$ cat src/rtl/arith_dec_pkg.sv
package arith_dec_pkg;

    localparam int XLEN    = 32;
    localparam int REG_AW  = 5;
    localparam int OPC_W   = 6;
    localparam int ALUOP_W = 8;
    localparam int SEL_W   = 3;
    localparam int IMM_W   = 16;
    localparam int SH_W    = 5;

    // primary opcodes
    localparam logic [OPC_W-1:0] OPC_REGREG = 6'b000000;
    localparam logic [OPC_W-1:0] OPC_SECOND = 6'b011100;
    localparam logic [OPC_W-1:0] OPC_ADDI   = 6'b001000;
    localparam logic [OPC_W-1:0] OPC_ADDIU  = 6'b001001;
    localparam logic [OPC_W-1:0] OPC_SLTI   = 6'b001010;
    localparam logic [OPC_W-1:0] OPC_SLTIU  = 6'b001011;

    // function codes, register-register group
    localparam logic [OPC_W-1:0] FN_ADD   = 6'b100000;
    localparam logic [OPC_W-1:0] FN_ADDU  = 6'b100001;
    localparam logic [OPC_W-1:0] FN_SUB   = 6'b100010;
    localparam logic [OPC_W-1:0] FN_SUBU  = 6'b100011;
    localparam logic [OPC_W-1:0] FN_SLT   = 6'b101010;
    localparam logic [OPC_W-1:0] FN_SLTU  = 6'b101011;
    localparam logic [OPC_W-1:0] FN_MULT  = 6'b011000;
    localparam logic [OPC_W-1:0] FN_MULTU = 6'b011001;

    // function codes, secondary group
    localparam logic [OPC_W-1:0] FN_CLZ = 6'b100000;
    localparam logic [OPC_W-1:0] FN_CLO = 6'b100001;
    localparam logic [OPC_W-1:0] FN_MUL = 6'b000010;

    // emitted operation codes
    localparam logic [ALUOP_W-1:0] OP_ADD   = 8'h20;
    localparam logic [ALUOP_W-1:0] OP_ADDU  = 8'h21;
    localparam logic [ALUOP_W-1:0] OP_SUB   = 8'h22;
    localparam logic [ALUOP_W-1:0] OP_SUBU  = 8'h23;
    localparam logic [ALUOP_W-1:0] OP_SLT   = 8'h2A;
    localparam logic [ALUOP_W-1:0] OP_SLTU  = 8'h2B;
    localparam logic [ALUOP_W-1:0] OP_ADDI  = 8'h55;
    localparam logic [ALUOP_W-1:0] OP_ADDIU = 8'h56;
    localparam logic [ALUOP_W-1:0] OP_SLTI  = 8'h57;
    localparam logic [ALUOP_W-1:0] OP_SLTIU = 8'h58;
    localparam logic [ALUOP_W-1:0] OP_CLZ   = 8'hB0;
    localparam logic [ALUOP_W-1:0] OP_CLO   = 8'hB1;
    localparam logic [ALUOP_W-1:0] OP_MULT  = 8'h18;
    localparam logic [ALUOP_W-1:0] OP_MULTU = 8'h19;
    localparam logic [ALUOP_W-1:0] OP_MUL   = 8'hA9;

    // result classes
    localparam logic [SEL_W-1:0] SEL_NONE  = 3'b000;
    localparam logic [SEL_W-1:0] SEL_ARITH = 3'b100;
    localparam logic [SEL_W-1:0] SEL_MUL   = 3'b101;

    typedef struct packed {
        logic [ALUOP_W-1:0] alu_op;
        logic [SEL_W-1:0]   res_sel;
        logic               ra_en;
        logic [REG_AW-1:0]  ra;
        logic               rb_en;
        logic [REG_AW-1:0]  rb;
        logic               we;
        logic [REG_AW-1:0]  wa;
        logic               hilo_we;
        logic [XLEN-1:0]    imm;
    } dec_bundle_t;

    // field extractors
    function automatic logic [REG_AW-1:0] fld_rs(input logic [XLEN-1:0] w);
        return w[25:21];
    endfunction

    function automatic logic [REG_AW-1:0] fld_rt(input logic [XLEN-1:0] w);
        return w[20:16];
    endfunction

    function automatic logic [REG_AW-1:0] fld_rd(input logic [XLEN-1:0] w);
        return w[15:11];
    endfunction

endpackage

$ cat src/rtl/ad_regreg_dec.sv
module ad_regreg_dec
    import arith_dec_pkg::*;
#(
    parameter bit STRICT_SHAMT = 1'b1
) (
    input  logic [XLEN-1:0] instr,
    output logic            hit,
    output dec_bundle_t     bundle
);

    logic                 shamt_ok;
    logic [OPC_W-1:0]     fn;
    logic [ALUOP_W-1:0]   code;
    logic                 is_arith;
    logic                 is_prod;

    assign fn = instr[OPC_W-1:0];

    generate
        if (STRICT_SHAMT) begin : g_strict
            assign shamt_ok = (instr[10:6] == '0);
        end else begin : g_loose
            assign shamt_ok = 1'b1;
        end
    endgenerate

    always_comb begin
        code     = '0;
        is_arith = 1'b0;
        is_prod  = 1'b0;
        unique case (fn)
            FN_ADD:   begin code = OP_ADD;   is_arith = 1'b1; end
            FN_ADDU:  begin code = OP_ADDU;  is_arith = 1'b1; end
            FN_SUB:   begin code = OP_SUB;   is_arith = 1'b1; end
            FN_SUBU:  begin code = OP_SUBU;  is_arith = 1'b1; end
            FN_SLT:   begin code = OP_SLT;   is_arith = 1'b1; end
            FN_SLTU:  begin code = OP_SLTU;  is_arith = 1'b1; end
            FN_MULT:  begin code = OP_MULT;  is_prod  = 1'b1; end
            FN_MULTU: begin code = OP_MULTU; is_prod  = 1'b1; end
            default:  ;
        endcase
    end

    always_comb begin
        bundle = '0;
        hit    = 1'b0;
        if (instr[31:26] == OPC_REGREG) begin
            if (is_arith && shamt_ok) begin
                hit            = 1'b1;
                bundle.alu_op  = code;
                bundle.res_sel = SEL_ARITH;
                bundle.ra_en   = 1'b1;
                bundle.ra      = fld_rs(instr);
                bundle.rb_en   = 1'b1;
                bundle.rb      = fld_rt(instr);
                bundle.we      = 1'b1;
                bundle.wa      = fld_rd(instr);
            end else if (is_prod) begin
                hit            = 1'b1;
                bundle.alu_op  = code;
                bundle.res_sel = SEL_NONE;
                bundle.ra_en   = 1'b1;
                bundle.ra      = fld_rs(instr);
                bundle.rb_en   = 1'b1;
                bundle.rb      = fld_rt(instr);
                bundle.hilo_we = 1'b1;
            end
        end
    end

endmodule

$ cat src/rtl/ad_second_dec.sv
module ad_second_dec
    import arith_dec_pkg::*;
(
    input  logic [XLEN-1:0] instr,
    output logic            hit,
    output dec_bundle_t     bundle
);

    logic [OPC_W-1:0] fn;
    assign fn = instr[OPC_W-1:0];

    always_comb begin
        bundle = '0;
        hit    = 1'b0;
        if (instr[31:26] == OPC_SECOND) begin
            unique case (fn)
                FN_CLZ, FN_CLO: begin
                    hit            = 1'b1;
                    bundle.alu_op  = (fn == FN_CLZ) ? OP_CLZ : OP_CLO;
                    bundle.res_sel = SEL_ARITH;
                    bundle.ra_en   = 1'b1;
                    bundle.ra      = fld_rs(instr);
                    bundle.we      = 1'b1;
                    bundle.wa      = fld_rd(instr);
                end
                FN_MUL: begin
                    hit            = 1'b1;
                    bundle.alu_op  = OP_MUL;
                    bundle.res_sel = SEL_MUL;
                    bundle.ra_en   = 1'b1;
                    bundle.ra      = fld_rs(instr);
                    bundle.rb_en   = 1'b1;
                    bundle.rb      = fld_rt(instr);
                    bundle.we      = 1'b1;
                    bundle.wa      = fld_rd(instr);
                end
                default: ;
            endcase
        end
    end

endmodule

$ cat src/rtl/ad_imm_dec.sv
module ad_imm_dec
    import arith_dec_pkg::*;
(
    input  logic [XLEN-1:0] instr,
    output logic            hit,
    output dec_bundle_t     bundle
);

    localparam int EXT_W = XLEN - IMM_W;

    logic [ALUOP_W-1:0] code;
    logic               known;
    logic [XLEN-1:0]    sext;

    assign sext = {{EXT_W{instr[IMM_W-1]}}, instr[IMM_W-1:0]};

    always_comb begin
        code  = '0;
        known = 1'b1;
        unique case (instr[31:26])
            OPC_ADDI:  code = OP_ADDI;
            OPC_ADDIU: code = OP_ADDIU;
            OPC_SLTI:  code = OP_SLTI;
            OPC_SLTIU: code = OP_SLTIU;
            default:   known = 1'b0;
        endcase
    end

    always_comb begin
        bundle = '0;
        hit    = known;
        if (known) begin
            bundle.alu_op  = code;
            bundle.res_sel = SEL_ARITH;
            bundle.ra_en   = 1'b1;
            bundle.ra      = fld_rs(instr);
            bundle.we      = 1'b1;
            bundle.wa      = fld_rt(instr);
            bundle.imm     = sext;
        end
    end

endmodule

$ cat src/rtl/arith_decoder.sv
module arith_decoder
    import arith_dec_pkg::*;
#(
    parameter bit STRICT_SHAMT = 1'b1
) (
    input  logic                 clk,
    input  logic                 rst,
    input  logic                 in_valid,
    input  logic [XLEN-1:0]      instr,
    output logic [ALUOP_W-1:0]   alu_op,
    output logic [SEL_W-1:0]     res_sel,
    output logic                 rd_en_a,
    output logic [REG_AW-1:0]    rd_addr_a,
    output logic                 rd_en_b,
    output logic [REG_AW-1:0]    rd_addr_b,
    output logic                 wr_en,
    output logic [REG_AW-1:0]    wr_addr,
    output logic                 hilo_wr,
    output logic [XLEN-1:0]      imm
);

    localparam int N_GRP = 3;

    dec_bundle_t grp_bundle [N_GRP];
    logic [N_GRP-1:0] grp_hit;

    dec_bundle_t dec_d;
    dec_bundle_t dec_q;

    ad_regreg_dec #(.STRICT_SHAMT(STRICT_SHAMT)) u_regreg (
        .instr  (instr),
        .hit    (grp_hit[0]),
        .bundle (grp_bundle[0])
    );

    ad_second_dec u_second (
        .instr  (instr),
        .hit    (grp_hit[1]),
        .bundle (grp_bundle[1])
    );

    ad_imm_dec u_imm (
        .instr  (instr),
        .hit    (grp_hit[2]),
        .bundle (grp_bundle[2])
    );

    // groups are opcode-exclusive; the first hit wins
    always_comb begin
        dec_d = '0;
        if (in_valid) begin
            for (int g = N_GRP - 1; g >= 0; g--) begin
                if (grp_hit[g]) begin
                    dec_d = grp_bundle[g];
                end
            end
        end
    end

    always_ff @(posedge clk) begin
        if (rst) begin
            dec_q <= '0;
        end else begin
            dec_q <= dec_d;
        end
    end

    assign alu_op    = dec_q.alu_op;
    assign res_sel   = dec_q.res_sel;
    assign rd_en_a   = dec_q.ra_en;
    assign rd_addr_a = dec_q.ra;
    assign rd_en_b   = dec_q.rb_en;
    assign rd_addr_b = dec_q.rb;
    assign wr_en     = dec_q.we;
    assign wr_addr   = dec_q.wa;
    assign hilo_wr   = dec_q.hilo_we;
    assign imm       = dec_q.imm;

endmodule

$ cat config.mk
export PLATFORM = sky130hd
export DESIGN_NAME = arith_decoder
export DESIGN_NICKNAME = d
export VERILOG_FILES = /design/src/rtl/arith_dec_pkg.sv /design/src/rtl/ad_regreg_dec.sv /design/src/rtl/ad_second_dec.sv /design/src/rtl/ad_imm_dec.sv /design/src/rtl/arith_decoder.sv
export SDC_FILE = /design/constraint.sdc
export NUM_CORES = 1
export LEC_CHECK = 0
export BUFFER_PORTS_ARGS = -buffer_cell sky130_fd_sc_hd__buf_2
export CAP_MARGIN = 0
export CORE_UTILIZATION = 43
export DETAILED_ROUTE_END_ITERATION = 16
export GPL_TIMING_DRIVEN = 0
export PLACE_DENSITY = 0.81
export SLEW_MARGIN = 40
export SYNTH_ARGS = -nofsm -noshare
export SYNTH_HDL_FRONTEND = slang
export SYNTH_SLANG_ARGS = --single-unit
$ cat constraint.sdc
create_clock -name clk -period 1.55 [get_ports clk]
set_input_delay 0.31 -clock clk [delete_from_list [all_inputs] [get_ports clk]]
set_output_delay 0.31 -clock clk [all_outputs]
set_load 0.05 [all_outputs]
Yosys cells after proc, flatten, opt, wreduce, memory -nomap -nowiden

Cells that the tools add are included.

Word-level logic and storage cells: 59
Input bits: 35
Output and inout bits: 62
Flip-flop bits (word level): 46

Reduce and logical (&&, ||, !) cells: 10
Bitwise gates (word level): 2
Equality and inequality tests: 14
Muxes and demuxes: 23

Operators with widths:

| operator                                                               | number |
|---|---|
| 62-bit 2-to-1 mux                                                      | 2 |
| 61-bit 2-to-1 mux                                                      | 1 |
| 6-bit case mux with 8 select lines                                     | 1 |
| 6-bit equality test (second input constant)                            | 6 |
| 17-bit case mux with 2 select lines                                    | 1 |
| 30-bit 2-to-1 mux                                                      | 1 |
| 29-bit 2-to-1 mux                                                      | 1 |
| 7-bit case mux with 4 select lines                                     | 1 |
| 6-bit by 4-bit equality test with 1-bit output (second input constant) | 4 |
| 23-bit 2-to-1 mux                                                      | 1 |
| 21-bit 2-to-1 mux                                                      | 1 |
| 6-bit by 5-bit equality test with 1-bit output (second input constant) | 3 |
| 6-bit 2-to-1 mux                                                       | 3 |
| 1-bit 2-to-1 mux                                                       | 10 |
| 6-bit by 2-bit equality test with 1-bit output (second input constant) | 1 |
| 6-bit logical NOT                                                      | 1 |
| 2-bit OR reduction                                                     | 3 |
| 6-bit OR reduction                                                     | 1 |
| 5-bit logical NOT                                                      | 1 |
| 5-bit OR reduction                                                     | 1 |
| 4-bit OR reduction                                                     | 1 |
| 3-bit OR reduction                                                     | 1 |
| 1-bit NOT                                                              | 2 |
| 1-bit logical AND                                                      | 1 |

Longest topological paths before layout

Gate-level depths: netlist (run 1).

Word-level depth: 7
Mapped depth: 5
Depth with buffers taken out: 4

Hierarchy

From an unflattened synthesis (run 1), not the netlist that was laid out.

Cell total of the unflattened synthesis: 589
Area total of the unflattened synthesis: 5547.8 µm²

Modules (own cells, without submodules):

| module        | cells an instance | area each (µm²) | instances | seq. area each (µm²) |
|---|---|---|---|---|
| arith_decoder | 352               | 3776.1          | 1         | 1241.2 |
| ad_regreg_dec | 93                | 723.2           | 1         | 0.0 |
| ad_second_dec | 76                | 543.0           | 1         | 0.0 |
| ad_imm_dec    | 68                | 505.5           | 1         | 0.0 |

Worst setup path after synthesis (run 1)

OpenSTA, ideal clock, no wires.

Path type: register -> output
Start: register imm[15] (netlist name)
End: output imm[16]
Cell stages (with the launch flop): 2
Path buffers: 1
Arrival: 1.176 ns
Path slack: 0.064 ns
Cell sequence: dfxtp_1 buf_4

RTL lines:

| item             | RTL line            | RTL |
|---|---|---|
| end: declaration | arith_decoder.sv:19 | `output logic [XLEN-1:0] imm` |

No word-level cell between the ends.

Worst setup path in the final report (run 1)

Start: register imm[15] (netlist name)
End: output imm[25]

No word-level cell between the ends.

==> impl_metrics.toml, run 1 <==
[yosys]
synth_top_family_by_area = "simple AND/OR/NAND/NOR gates"
yosys_most_used_dff = "dfxtp_1"
ys_types = 44
yosys.cell_count.top_type = "dfxtp_1"
synth.top_cells.by_area = "dfxtp_1 (53%), buf_4 (8.2%), and2_1 (6.4%)"
synth_edf_count = 0
synth_area_per_cell_um2 = 10.4
synth_compound_area_frac = 0.136
yosys_warnings = 0
synth_adder_area_share = 0
synthSimpleGateAreaFrac = 0.225
syn-num-nets = 194
yosysTopAreaCell = "dfxtp_1"
syn-cell-area_mm2 = 0.00166
ys_ff_latch = 44
netlist_top_cells_count = "dfxtp_1 (44), buf_4 (18), and2_1 (17)"
synth_top_area_frac = 0.531
muxShareOfSynthArea = 0.00604
synthArstFlopShare = 0
seq_area_frac_synth = 0.531
synthCells = 159
synth_xor_area_frac = 0.00528

[worst_setup_path]
critPathMaxStageDelay_ns = 0.44
crit_path_max_fanout = 17
cp.arrival_ns = 1.10
cp_cell_sequence = "buf_4 -> buf_2"
cp-startpoint = "imm[15]"
worstSetupEndpointType = "output pin"
path_class = "reg -> out"
cp-start-kind = "register"
worst_path_max_delay_cell = "dfxtp_4"
required_ns = 1.24
cp-endpoint = "imm[25]"

[place]
port_buffers = 95
finalWeightedCongestion = 0.787
placed_area_mm2 = 0.00219
preCtsSetupSlack_ns = -0.208
hpwl_um = 2760
dp_cells = 302

[layout]
fill_cells = 325
seqCellArea_um2 = 885
n_antenna_cell = 0
multiInputGateArea_um2 = 626
fin_util = 0.636
drive_gt1_frac = 0.506
instances_no_fill = 311
nNetsFinal = 298
area_growth_pct = 41.5
fin_area_mm2 = 0.00235

[clock_network]
clock_path_buffers = 2
cts_num_sinks = 44
cts_hold_buf = 0
cts.root.buffer_cell = "clkbuf_8"
numCtsBuffers = 5
path_clk_slew_ns = 0.08
cts_tree = "built"
htreeDepth = 2

[floorplan]
start_util = 0.449
die-height_um = 64.1
core_mm2 = 0.00369
die_w_um = 64.1
dieArea_mm2 = 0.00411
ios = 97
rows = 22

[sta]
finalSetupViolCount = 0
period_needed_ns = 1.41
final_hold_viol_count = 0
rsz0062_at_grt = "no"
setup_ws_ns = 0.143
slew_violations = 0
min_period_over_period = 0.908
max_clock_freq_mhz = 711

[global_route]
grt-ovfl-total = 0
antenna_found_initial = 0
grt_pass1_wl_um = 5640
grt_usage = 0.179
grt_max_degree = 18
grt_pass1_vias = 1286

[hold_path]
hold_start = "instr[10]"
hp-class = "in -> reg"

[pwr]
power.density_mw_per_mm2 = 978
ir_drop_uv = 472
finalPower_mw = 2.29
leakagePower_nw = 1.25

[run_status]
status = "complete, no violations"

[route]
postRouteAntennaNets = 0
vias = 1433
drt-pass1-iter-count = 4
viasPerCell = 4.61
wirelength_um = 3570
drcViolationCount = 0
detail_route.wl_per_cell_um = 11.5
drt-initial-drc-count = 61

[job]
maxCapViolations = 0
[worst max-delay path: cells and delay by family (launching register included)]
kind                   cells  cell delay (ns)
DFF                        1             0.44
buffers and inverters      2             0.38
[per-stage QoR]
step	hold slack [ns]	setup TNS, ns
3_5_place_dp	0.530	-4.72
5_1_grt	0.233	0
3_3_place_gp	0.527	-3.98
4_1_cts	0.226	0
6_report	0.236	0
2_1_floorplan	0.426	0
[routing by layer]
layer	track usage	share of wire	wire length (um)	up-vias
li1	-	-	-	738
met1	0.211	0.43	1550	622
met2	0.320	0.47	1690	71
met3	0.0482	0.089	317	2
met4	0.0417	0.0036	13	0
met5	0	0	0	-
[logic make-up (layout without fill, tap and decap cells)]
logic type,after synthesis,count (layout)
other,1,1
buffers and inverters,23,127
AO/OA/AOI/OAI,31,31
AND/OR/NAND/NOR,58,58
flip-flops,44,44
multiplexers,1,1
XOR/XNOR,1,1
[worst min path at each step]
stage | to | slack (ns) | depth (start not counted)
2_1_floorplan | rd_addr_b[0] | 0.43 | 2
3_3_place_gp | imm[6] | 0.53 | 2
3_5_place_dp | imm[15] | 0.53 | 2
4_1_cts | imm[15] | 0.23 | 2
5_1_grt | imm[10] | 0.23 | 2
6_report | imm[10] | 0.24 | 2
[layout by cell type, fill, tap and decap left out, drive strengths merged]
cell	n
conb	1
or3	1
nor4	1
o211ai	1
and2	17
a31oi	2
nand4	1
nand2b	3
a21o	1
a22o	5
bufinv	2
and4	1
a21oi	8
nor4b	1
a21boi	6
nand2	10
nand3	1
clkbuf	6
o2111a	1
o21ai	3
nor2b	4
inv	1
o2111ai	1
nor4bb	1
nor3	3
or4b	1
nor3b	4
and3	2
buf	118
o21a	1
and3b	1
a31o	1
nor2	5
or2b	1
mux2i	1
dfxtp	44
a32oi	1
xor2	1
[sequential cells by signal (all words and copies together) (netlist names)]
signal     cells
rd_addr_a      5
rd_addr_b      5
wr_en          1
imm           16
res_sel        1
wr_addr        5
rd_en_b        1
alu_op         8
rd_en_a        1
hilo_wr        1
[cell type report]
type,count,share of cell area
flip-flops and latches,44,0.377
multi-input cells,92,0.267
repair buffers,97,0.209
plain buffers,22,0.0651
clock buffers,5,0.0293
clock inverters,2,0.0256
well taps,48,0.0256
inverters,1,0.00160
[repair_timing]
item | 4_1_cts | 5_1_grt
gates resized for setup | 1 | 2
pin swaps | 0 | 2
buffers inserted | 0 | 2
setup endpoints to repair | 17 | 9
[where the power goes]
part | internal, mW | total (mW) | switching, mW
logic | 0.0679 | 0.169 | 0.101
registers | 1.13 | 1.14 | 0.00184
clock network | 0.634 | 0.991 | 0.357
Power figures use the tool's default switching activity.
==> run 2, diff against run 1 <==
- clock period: 1.55 -> 1.4 ns (I/O delays scaled with it)
==> impl_metrics.toml, run 2 (same netlist as run 1, synthesis figures left out) <==
[global_route]
grt_max_degree = 18
grt-ovfl-total = 0
grt_pass1_vias = 1266
antenna_found_initial = 0
grt_usage = 0.184
grt_pass1_wl_um = 5750

[clock_network]
htreeDepth = 2
cts_hold_buf = 0
numCtsBuffers = 5
clock_path_buffers = 2
cts_num_sinks = 44
path_clk_slew_ns = 0.08
cts_tree = "built"
cts.root.buffer_cell = "clkbuf_8"

[worst_setup_path]
path_class = "in -> reg"
critPathMaxStageDelay_ns = 0.39
cp-start-kind = "input pin"
cp-startpoint = "instr[28]"
worst_path_max_delay_cell = "or3_4"
cp_cell_sequence = "buf_2 -> or3_4 -> nor4_4 -> buf_4 -> o211ai_2 -> o21ai_1"
critPathBufInv = 2
cp.arrival_ns = 1.59
path_depth = 6
cp_top_family = "simple AND/OR/NAND/NOR gates"
crit_path_max_fanout = 8
worstSetupEndpointType = "register"
required_ns = 1.62

[layout]
nNetsFinal = 297
instances_no_fill = 311
largest_reg_flops = 16
area_growth_pct = 42.5
n_antenna_cell = 0
final_cell_mix = "buf_2 (80), dfxtp_1 (43), buf_4 (21), and2_1 (17), clkbuf_4 (16)"
layout_commonest_cell = "buf_2"
drive_gt1_frac = 0.521
fin_area_mm2 = 0.00236

[route]
vias = 1459
detail_route.wl_per_cell_um = 12.0
drt-pass1-iter-count = 4
wirelength_um = 3750
postRouteAntennaNets = 0
viasPerCell = 4.69
drt-initial-drc-count = 37
drcViolationCount = 0

[place]
port_buffers = 95
finalWeightedCongestion = 0.769
hpwl_um = 2790
dp_cells = 302
placed_area_mm2 = 0.00220

[pwr]
finalPower_mw = 2.23
power.density_mw_per_mm2 = 943
leakagePower_nw = 1.23
ir_drop_uv = 633

[floorplan]
dieArea_mm2 = 0.00411
core_mm2 = 0.00369
die-height_um = 64.1
ios = 97
die_w_um = 64.1
start_util = 0.449
rows = 22

[run_status]
status = "complete, no violations"

[sta]
final_hold_viol_count = 0
setup_tns_ns = 0
max_clock_freq_mhz = 732
min_period_over_period = 0.976
finalSetupViolCount = 0
slew_violations = 0
period_needed_ns = 1.37

[hold_path]
hold_path_depth = 2
hp-class = "in -> reg"
hold_start = "instr[9]"

[job]
maxCapViolations = 0
run 2: cell type report:
cell class                 instances  area [um^2]
fill                             342         1330
sequential                        44          885
multi-input combinational         92          642
timing repair buffer              97          531
buffer                            21          151
clock buffer                       5         68.8
tap                               48         60.1
clock inverter                     3         21.3
inverter                           1         3.75
run 2: what timing repair did:
action                                  in CTS  in global routing
gates resized for setup                      3                 18
hold endpoints to repair                     0                  0
buffers inserted                             1                  1
endpoints found under the setup margin      18                 31
pin swaps                                    1                  1
run 2: per-layer routing:
metal | up-vias | share of wire | global-route usage
li1 | 734 | - | -
met1 | 655 | 0.41 | 0.214
met2 | 65 | 0.50 | 0.339
met3 | 5 | 0.077 | 0.0393
met4 | 0 | 0.0091 | 0.0500
met5 | - | 0 | 0
run 2: final timing paths:
kind	end	slack, ns
worst min-delay path	imm[9]	0.20
worst max-delay path	alu_op[1]	0.03
run 2: through the flow:
step | hold WS [ns] | setup slack, ns | util
2_1_floorplan | 0.396 | -0.00747 | -
3_3_place_gp | 0.498 | -0.280 | 0.596
3_5_place_dp | 0.503 | -0.314 | 0.596
4_1_cts | 0.198 | 0.00504 | 0.626
5_1_grt | 0.194 | -0.0105 | 0.640
6_report | 0.201 | 0.0332 | 0.640
run 2: power by group:
part           switching [mW]  internal [mW]
combinational           0.115         0.0785
clock                   0.423          0.354
sequential            0.00214           1.25
==> run 3, diff against run 2 <==
- CORE_MARGIN: unset -> 1
- CORE_UTILIZATION: 43 -> 46
- PLACE_DENSITY: 0.81 -> 0.86
- clock period: 1.4 -> 1.7 ns (I/O delays scaled with it)
==> impl_metrics.toml, run 3 (same netlist as run 1, synthesis figures left out) <==
[route]
drt-pass1-iter-count = 4
vias = 1434
drt-initial-drc-count = 22
viasPerCell = 4.66
postRouteAntennaNets = 0
detail_route.wl_per_cell_um = 11.5
drcViolationCount = 0
wirelength_um = 3540

[floorplan]
die-height_um = 62.0
core_mm2 = 0.00339
rows = 21
dieArea_mm2 = 0.00385
ios = 97
start_util = 0.489
die_w_um = 62.0

[layout]
instances_no_fill = 308
area_growth_pct = 36.0
final_cell_mix = "buf_2 (97), dfxtp_1 (43), buf_4 (18), and2_1 (17), nand2_1 (10)"
fin_util = 0.665
largest_reg_flops = 16
fill_cells = 276
drive_gt1_frac = 0.496
layout_commonest_cell = "buf_2"
n_antenna_cell = 0
nNetsFinal = 296

[sta]
max_clock_freq_mhz = 629
slew_violations = 0
worstMarginPinSlew_ns = 0.639
min_period_over_period = 0.936
timing.slew.headroom = 0.571
rsz0062_at_grt = "no"
setup_tns_ns = 0
finalSetupViolCount = 0
final_hold_viol_count = 0
period_needed_ns = 1.59

[pwr]
leakagePower_nw = 1.21
ir_drop_uv = 514
power.density_mw_per_mm2 = 759
finalPower_mw = 1.71

[worst_setup_path]
cp-start-kind = "register"
crit_path_max_fanout = 17
cp_cell_sequence = "buf_4 -> buf_2"
cp.arrival_ns = 1.25
worst_path_max_delay_cell = "dfxtp_2"
critPathMaxStageDelay_ns = 0.50
path_class = "reg -> out"
required_ns = 1.36
worstSetupEndpointType = "output pin"

[global_route]
grt_usage = 0.191
antenna_found_initial = 0
grt_max_degree = 18
grt_pass1_wl_um = 5200
grt-ovfl-total = 0
grt_pass1_vias = 1188

[clock_network]
cts_tree = "built"
numCtsBuffers = 5
htreeDepth = 2
cts.root.buffer_cell = "clkbuf_4"
clock_path_buffers = 2
cts_num_sinks = 44
postCtsSetupRepairBufs = 0
path_clk_slew_ns = 0.12

[place]
port_buffers = 95
dp_cells = 300
finalWeightedCongestion = 0.814
hpwl_um = 2720

[run_status]
status = "complete, no violations"

[hold_path]
hold_path_depth = 2
hold_start = "instr[15]"
hold_end = "imm[15]"
hp-class = "in -> reg"

[job]
maxCapViolations = 0
run 3: cell types whose count changed in the layout (fill, tap and decap cells not counted), moves of 2 or more:
cell	delta
clkbuf_4	-11
buf_2	+17
clkbuf_8	-4
buf_4	-3
clkbuf_1	+2
run 3: final cells by class:
cell class / count / area, um^2 / share of cell area
tap: 46 / 57.6 / 0.0255
timing repair buffer: 95 / 475 / 0.211
sequential: 44 / 882 / 0.391
inverter: 1 / 3.75 / 0.00166
clock inverter: 1 / 7.51 / 0.00333
buffer: 22 / 153 / 0.0677
multi-input combinational: 92 / 621 / 0.275
clock buffer: 7 / 55.1 / 0.0244
run 3: metal layers:
metal	part of all wire	track usage	routed length, um	vias up
met5	0	0	0	-
met4	0.015	0.0857	52	0
met3	0.074	0.0476	263	7
met2	0.48	0.339	1690	61
met1	0.43	0.214	1540	635
li1	-	-	-	731
run 3: worst max-delay path: cells and delay by family, from the launching register on:
family                 cells  cell delay [ns]
buffers and inverters      2             0.41
DFF                        1             0.50
run 3: power by group:
part	switching [mW]	internal, mW
Clock	0.317	0.203
Sequential	0.00167	1.04
Combinational	0.0920	0.0615
run 3: how the worst max path moves through the flow:
stage	from	endpoint	slack, ns	depth (start not counted)
floorplan	imm[15]	imm[16]	0.18	1
finish	imm[15]	imm[17]	0.11	2
global placement	instr[28]	rd_addr_a[1]	-0.04	5
CTS	imm[15]	imm[17]	0.09	2
detailed placement	instr[28]	rd_addr_a[2]	-0.11	5
global route	imm[15]	imm[23]	0.007	2
run 3: timing repair:
item,4_1_cts,5_1_grt
gates resized for setup,1,0
setup endpoints to repair,17,0
hold buffers,0,0
run 3: stage by stage:
| stage | area, um^2 | setup slack, ns | hold WS (ns) |
|---|---|---|---|
| after floorplan | 1660 | 0.184 | 0.456 |
| after global routing | 2250 | 0.00727 | 0.172 |
| final | 2250 | 0.109 | 0.203 |
| after global placement | 2190 | -0.0428 | 0.556 |
| after CTS | 2250 | 0.0869 | 0.193 |
| after detailed placement | 2190 | -0.108 | 0.560 |
